[src/rtl/osc_fail_pkg.sv]
package osc_fail_pkg;

    localparam int ADDR_W  = 3;
    localparam int DATA_W  = 8;
    localparam int CTL_BIT = 7;

    localparam logic [ADDR_W-1:0] ADDR_STOP = 3'd0;
    localparam logic [ADDR_W-1:0] ADDR_FLAG = 3'd1;
    localparam logic [ADDR_W-1:0] ADDR_CTRL = 3'd7;

    typedef struct packed {
        logic              en;
        logic [ADDR_W-1:0] addr;
        logic [DATA_W-1:0] data;
    } host_wr_t;

    typedef struct packed {
        logic set_req;
        logic clr_req;
    } flag_req_t;

    function automatic logic hits(input host_wr_t w, input logic [ADDR_W-1:0] a);
        return w.en && (w.addr == a);
    endfunction

endpackage

[src/rtl/osc_ctrl_regs.sv]
module osc_ctrl_regs
    import osc_fail_pkg::*;
(
    input  logic     clk,
    input  logic     rst,
    input  host_wr_t wr,
    output logic     stop_q,
    output logic     out_q
);
    always_ff @(posedge clk) begin
        if (rst) begin
            stop_q <= 1'b0;
            out_q  <= 1'b1;
        end else begin
            if (hits(wr, ADDR_STOP)) stop_q <= wr.data[CTL_BIT];
            if (hits(wr, ADDR_CTRL)) out_q  <= wr.data[CTL_BIT];
        end
    end
endmodule

[src/rtl/osc_run_timer.sv]
module osc_run_timer #(
    parameter int RUN_TICKS = 4 * 32768
) (
    input  logic clk,
    input  logic rst,
    input  logic halt,
    input  logic tick,
    output logic run_ok
);
    localparam int CNT_W = $clog2(RUN_TICKS + 1);
    localparam logic [CNT_W-1:0] LIMIT = CNT_W'(RUN_TICKS);

    logic [CNT_W-1:0] cnt_q;

    always_ff @(posedge clk) begin
        if (rst || halt) begin
            cnt_q <= '0;
        end else if (tick && (cnt_q != LIMIT)) begin
            cnt_q <= cnt_q + 1'b1;
        end
    end

    assign run_ok = (cnt_q == LIMIT);
endmodule

[src/rtl/osc_fail_latch.sv]
module osc_fail_latch
    import osc_fail_pkg::*;
(
    input  logic      clk,
    input  logic      rst,
    input  flag_req_t req,
    input  logic      run_ok,
    output logic      fail_q
);
    always_ff @(posedge clk) begin
        if (rst) begin
            fail_q <= 1'b1;
        end else if (req.set_req) begin
            fail_q <= 1'b1;
        end else if (req.clr_req && run_ok) begin
            fail_q <= 1'b0;
        end
    end
endmodule

[src/rtl/osc_fail_ctrl.sv]
module osc_fail_ctrl
    import osc_fail_pkg::*;
#(
    parameter int RUN_TICKS = 4 * 32768
) (
    input  logic              clk,
    input  logic              rst,
    input  logic              osc_alive,
    input  logic              osc_tick,
    input  logic              wr_en,
    input  logic [ADDR_W-1:0] wr_addr,
    input  logic [DATA_W-1:0] wr_data,
    output logic              fail_flag,
    output logic              stop_bit,
    output logic              out_bit,
    output logic              pin_oe,
    output logic              pin_data
);
    host_wr_t  wr;
    flag_req_t req;
    logic      run_ok;
    logic      no_osc;

    assign wr = '{en: wr_en, addr: wr_addr, data: wr_data};

    osc_ctrl_regs u_regs (
        .clk    (clk),
        .rst    (rst),
        .wr     (wr),
        .stop_q (stop_bit),
        .out_q  (out_bit)
    );

    assign no_osc = !osc_alive || stop_bit;

    osc_run_timer #(.RUN_TICKS(RUN_TICKS)) u_timer (
        .clk    (clk),
        .rst    (rst),
        .halt   (no_osc),
        .tick   (osc_tick),
        .run_ok (run_ok)
    );

    always_comb begin
        req.set_req = no_osc;
        req.clr_req = hits(wr, ADDR_FLAG) && !wr.data[CTL_BIT];
    end

    osc_fail_latch u_latch (
        .clk    (clk),
        .rst    (rst),
        .req    (req),
        .run_ok (run_ok),
        .fail_q (fail_flag)
    );

    assign pin_oe   = !out_bit;
    assign pin_data = 1'b0;
endmodule

[config.mk]
export PLATFORM = sky130hd
export DESIGN_NAME = osc_fail_ctrl
export DESIGN_NICKNAME = d
export VERILOG_FILES = /design/src/rtl/osc_fail_pkg.sv /design/src/rtl/osc_ctrl_regs.sv /design/src/rtl/osc_run_timer.sv /design/src/rtl/osc_fail_latch.sv /design/src/rtl/osc_fail_ctrl.sv
export SDC_FILE = /design/constraint.sdc
export NUM_CORES = 1
export LEC_CHECK = 0
export ABC_AREA = 1
export BUFFER_PORTS_ARGS = -buffer_cell sky130_fd_sc_hd__buf_2
export CAP_MARGIN = 30
export CORE_MARGIN = 10
export CORE_UTILIZATION = 45
export DETAILED_ROUTE_END_ITERATION = 7
export PLACE_DENSITY = 0.65
export RECOVER_POWER = 100
export SYNTH_ARGS = -nofsm -noshare
export SYNTH_HDL_FRONTEND = slang
export SYNTH_SLANG_ARGS = --single-unit
[constraint.sdc]
create_clock -name clk -period 2 [get_ports clk]
set_input_delay 0 -clock clk [delete_from_list [all_inputs] [get_ports clk]]
set_output_delay 0 -clock clk [all_outputs]
set_load 0.05 [all_outputs]
==> results of run 1 <==
## cells by family after synthesis
group                      count (synthesis)
other                                      1
DFF                                       21
AOI/OAI and AO/OA                         23
and+or+nand+nor                          120
xor gates and xnor gates                   9
adders and majority gates                  2
buffers and inverters                     23
## cells in the final DEF, fill, tap and decap left out, drive strengths merged
master,instances
inv,19
dfxtp,21
dlygate4sd3,4
nand3,12
conb,1
buf,10
nor2,35
xnor2,2
o21ai,6
nor3,2
ha,2
clkbuf,8
nand2,64
nand4,7
a21oi,16
xor2,7
a311oi,1
## report_power, final
part	internal [mW]	total [mW]	switching, mW
combinational	0.0226	0.0690	0.0464
sequential	0.421	0.424	0.00298
clock	0.0780	0.213	0.135
total	0.522	0.706	0.184
## metrics by stage
stage                     util, %  cells  hold slack [ns]  total power, mW
final                        51.2    248           0.0344            0.706
after global routing         51.2    248           0.0437            0.741
after CTS                    52.5    248           0.0374            0.711
after detailed placement     50.1    240            0.210            0.501
after global placement       50.1    240            0.196            0.499
after floorplan                 -    199           0.0780            0.482
## how the worst max path moves through the flow
stage,end,cells after the start
6_report,u_timer.cnt_q[12],9
2_1_floorplan,u_timer.cnt_q[12],4
3_5_place_dp,u_timer.cnt_q[12],8
4_1_cts,u_timer.cnt_q[12],9
5_1_grt,u_timer.cnt_q[7],9
3_3_place_gp,u_timer.cnt_q[12],8
## metal layers
layer,track usage [%],share of wire [%]
met5,0,0
met4,3.73,1.1
met3,3.19,3.4
met2,20.4,49
met1,14.3,46
## registers in the layout, summed over array words and instances (netlist names)
name / flops
u_regs.out_q: 1
u_latch.fail_q: 1
u_timer.cnt_q: 18
u_regs.stop_q: 1
## layout make-up
type	instances	area [µm²]	area share (%)
Inverter	19	71.3	5.00
Tap cell	31	38.8	2.72
Sequential cell	21	420	29.5
Timing Repair Buffer	18	110	7.73
Multi-Input combinational cell	155	758	53.2
Clock buffer	4	26.3	1.84
## worst max-delay path, delay by kind of cell (launching register included)
family / cells / cell delay [ns]
adder cells (fa/ha/maj): 1 / 0.20
flip-flops: 1 / 0.39
AND/OR/NAND/NOR: 8 / 0.99
==> flow_metrics.env, run 1 <==
export IMPL_cts_setup_buffers=0
export IMPL_grt_total_usage_pct=12.0
export IMPL_wirelength_um=2960
export IMPL_status="finished clean"
export IMPL_clk_latency_ns=0.31
export IMPL_synth_top_family_by_area="simple AND/OR/NAND/NOR gates"
export IMPL_fin_crit_sh_pct=81.8
export IMPL_synth_top_cell_area_share_pct=31.9
export IMPL_synth_common_cells="62 x nand2_1, 30 x nor2_1, 21 x dfxtp_1"
export IMPL_fp_dieH_um=74.1
export IMPL_rr_startpoint="u_timer.cnt_q[1]"
export IMPL_clkSlewWorstSetupHoldPaths_ns=0.12
export IMPL_crit_path_start="u_timer.cnt_q[1]"
export IMPL_ys_warnings_count=0
export IMPL_num_io_pins=21
export IMPL_hold_viol=0
export IMPL_grt_pass1_wl_um=5400
export IMPL_dr_pass1_iters=4
export IMPL_crit_type="reg -> reg"
export IMPL_grt_overflow=0
export IMPL_worstPathCellList="ha_1 -> nand2_1 -> nor2_1 -> nand2_1 -> nor2_2 -> nand3_1 -> nand2_1 -> nand2_1 -> nor2_1"
export IMPL_syn_area_per_cell_um2=6.63
export IMPL_hold_path_depth=4
export IMPL_hold_end="u_latch.fail_q"
export IMPL_cp_end_kind="flop"
export IMPL_rows=19
export IMPL_worstMarginPinSlew_ns=0.609
export IMPL_worstHoldStart="wr_en"
export IMPL_syn_to_final_growth_pct=8.06
export IMPL_synth_edf_count=0
export IMPL_clockRootBuffer="clkbuf_4"
export IMPL_synth_xor_area_share_pct=5.98
export IMPL_dp_slack_ns=0.525
export IMPL_cp_slowest_cell="dfxtp_1"
export IMPL_synth_most_common_cell="nand2_1"
export IMPL_rsz0062_at_grt="false"
export IMPL_cts_tree="done"
export IMPL_drv_cap=0
export IMPL_yosysTopAreaCell="dfxtp_1"
export IMPL_cp_common_cell="nand2_1"
export IMPL_period_needed_ns=1.64
export IMPL_initial_utilization_pct=47.4
export IMPL_design_area_mm2=0.00143
export IMPL_critPathMaxStageDelay_ns=0.39
export IMPL_synth_top_cells_by_area="dfxtp_1 32%, nand2_1 18%, nor2_1 8.5%"
export IMPL_postCtsHoldBufs=4
export IMPL_synth_compound_area_share_pct=11.9
export IMPL_antenna_found_initial=0
export IMPL_ir_worst_vdd_mv=0.306
export IMPL_drcViolationCount=0
export IMPL_grt_pass1_vias=1260
export IMPL_setup_ws_ns=0.364
export IMPL_place_congestion=0.862
export IMPL_hp_class="in -> reg"
export IMPL_grt_max_degree=19
export IMPL_die_w_um=74.1
export IMPL_netlist_instances=199
export IMPL_io_buffers=12
export IMPL_num_antenna_cells=0
export IMPL_r2r_end="u_timer.cnt_q[12]"
export IMPL_arrival_ns=1.90
export IMPL_drive_above_1_share_pct=10.6
export IMPL_drt_initial_drc_count=109
export IMPL_htree_num_levels=1
export IMPL_cts_resized=0
export IMPL_fin_skew_ns=0.00708
export IMPL_cts_sinks=21
export IMPL_cts_inserted_buffers=3
export IMPL_cp_required_ns=2.26
export IMPL_hpwl_um=2200
export IMPL_yosys_area_share_simple_pct=39.6
export IMPL_crit_fanout=4
export IMPL_power_density_mw_per_mm2=495
export IMPL_synthAdderAreaFrac_pct=1.90
export IMPL_die_area_mm2=0.00550
export IMPL_rrSetupSlack_ns=0.36
export IMPL_synth_flop_cell="dfxtp_1"
export IMPL_synth_seq_area_share_pct=31.9
export IMPL_wl_per_cell_um=11.9
export IMPL_vias_per_cell=5.08
export IMPL_slew_viol_final=0
export IMPL_synth_nets=217
export IMPL_leakage_nw=0.505
export IMPL_final_fill_count=315
export IMPL_place_area_mm2=0.00139
export IMPL_setup_viol=0
export IMPL_ff2ff_path_depth=9
export IMPL_core_mm2=0.00278
export IMPL_cts_buffer_depth=2
export IMPL_ant_nets=0
export IMPL_ys_ff_latch=21
export IMPL_async_flop_share_pct=0
export IMPL_vias=1260
export IMPL_final_nets=236
export IMPL_maxSlewHeadroom_pct=59.6
export IMPL_start_kind="flop"
export IMPL_synth_cell_types=23
export IMPL_tns_ns=0
export IMPL_syn_cell_area_mm2=0.00132
export IMPL_timing_fmax_mhz=611
export IMPL_synthMuxAreaShare_pct=0
(Power assumes the default switching activity.)
==> run 2: changes to the inputs <==
Clock period 2 ns to 1.7 ns, I/O delays scaled along.
==> run 2 against run 1 <==
Effect of this change:
- fmax rose by 7.9%
- clock power up 20%
- die area stayed put
- utilization grew 0.27 points
- via count decreased by 0.32%
- critical path type unchanged
- critical endpoint unchanged
- largest cell class unchanged
==> flow_metrics.env, run 2 (synthesis results as in run 1) <==
export IMPL_status="finished clean"
export IMPL_vias=1256
export IMPL_num_io_pins=21
export IMPL_ant_nets=0
export IMPL_arrival_ns=1.71
export IMPL_grt_max_degree=19
export IMPL_fin_skew_ns=0.00137
export IMPL_crit_type="reg -> reg"
export IMPL_dr_pass1_iters=4
export IMPL_wl_per_cell_um=11.4
export IMPL_regMostFlops="u_timer.cnt_q"
export IMPL_worstMarginPinSlew_ns=0.616
export IMPL_grt_total_usage_pct=11.0
export IMPL_num_antenna_cells=0
export IMPL_wirelength_um=2830
export IMPL_grt_overflow=0
export IMPL_fp_dieH_um=74.1
export IMPL_final_nets=235
export IMPL_ir_worst_vdd_mv=0.341
export IMPL_post_route_util_pct=51.5
export IMPL_clockRootBuffer="clkbuf_4"
export IMPL_cp_required_ns=1.90
export IMPL_clkSlewWorstSetupHoldPaths_ns=0.12
export IMPL_drcViolationCount=0
export IMPL_rows=19
export IMPL_setup_viol=0
export IMPL_syn_to_final_growth_pct=8.63
export IMPL_core_mm2=0.00278
export IMPL_vias_per_cell=5.09
export IMPL_drt_initial_drc_count=43
export IMPL_die_w_um=74.1
export IMPL_cts_sinks=21
export IMPL_hpwl_um=2090
export IMPL_maxSlewHeadroom_pct=59.1
export IMPL_drv_cap=0
export IMPL_timing_fmax_mhz=660
export IMPL_leakage_nw=0.500
export IMPL_cts_buffer_depth=2
export IMPL_grt_pass1_vias=1133
export IMPL_postCtsHoldBufs=4
export IMPL_final_fill_count=285
export IMPL_io_buffers=12
export IMPL_place_congestion=0.812
export IMPL_hp_class="in -> reg"
export IMPL_clk_latency_ns=0.31
export IMPL_cts_inserted_buffers=3
export IMPL_period_needed_ns=1.52
export IMPL_power_density_mw_per_mm2=583
export IMPL_fin_crit_sh_pct=89.2
export IMPL_grt_pass1_wl_um=4860
export IMPL_hold_viol=0
export IMPL_htree_num_levels=1
export IMPL_rsz0062_at_grt="false"
export IMPL_antenna_found_initial=0
export IMPL_most_common_layout_cells="62 x nand2_1, 30 x nor2_1, 21 x dfxtp_1"
export IMPL_drive_above_1_share_pct=12.0
export IMPL_mostFrequentLayoutCell="nand2_1"
export IMPL_die_area_mm2=0.00550
export IMPL_cts_setup_buffers=0
export IMPL_hold_ws_ns=0.0130
export IMPL_cts_resized=0
export IMPL_cp_end_kind="flop"
export IMPL_start_kind="flop"
export IMPL_initial_utilization_pct=47.4
export IMPL_tns_ns=0
export IMPL_largest_register_ffs=18
export IMPL_slew_viol_final=0
export IMPL_crit_fanout=4
export IMPL_cts_tree="done"
## run 2: changes by cell type in the layout (fill, tap and decap cells not counted)
| cell | delta |
|---|---|
| a21oi_1 | -2 |
| a21oi_2 | +2 |
| buf_4 | -1 |
| inv_2 | -1 |
| inv_4 | +1 |
| nor2_1 | -2 |
| nor2_2 | +2 |
## run 2: layer usage
layer  GRT usage (%)  part of all wire, %
met1            13.2                   50
met2            17.8                   46
met3            2.79                  3.3
met4            4.97                  1.0
met5               0                    0
## run 2: final timing paths
check	from	endpoint	slack [ns]	depth (start not counted)
hold reg to reg	u_latch.fail_q	u_latch.fail_q	0.48	2
setup reg to reg	u_timer.cnt_q[1]	u_timer.cnt_q[12]	0.18	8
setup / recovery	u_timer.cnt_q[1]	u_timer.cnt_q[12]	0.18	8
hold / removal	wr_en	u_latch.fail_q	0.01	4
## run 2: cell type report
class	count	area [µm²]	area share, %
clock buffer	4	26.3	1.83
inverter	19	73.8	5.15
multi-input combinational	155	771	53.8
sequential	21	420	29.3
tap	31	38.8	2.71
timing repair buffer	17	103	7.16
## run 2: where the power goes
part | internal [mW] | total (mW) | switching [mW] | leakage [nW]
clock | 0.0919 | 0.256 | 0.164 | 0.0150
sequential | 0.496 | 0.500 | 0.00384 | 0.170
combinational | 0.0250 | 0.0799 | 0.0549 | 0.315
## run 2: metrics by stage
stage | worst slack (ns) | power [mW] | area (µm²) | std cells
5_1_grt | 0.0154 | 0.881 | 1430 | 247
2_1_floorplan | 0.269 | 0.567 | 1320 | 199
6_report | 0.184 | 0.835 | 1430 | 247
3_5_place_dp | 0.204 | 0.587 | 1390 | 239
3_3_place_gp | 0.238 | 0.584 | 1390 | 239
4_1_cts | 0.194 | 0.849 | 1450 | 247
## run 2: critical path: stages (launching register included)
cell	delay, ns
dfxtp_1	0.40
ha_1	0.20
nand2_1	0.10
nor2_2	0.22
nand2_1	0.13
nor2_2	0.13
nand4_1	0.10
nand2_1	0.07
nor2_1	0.03
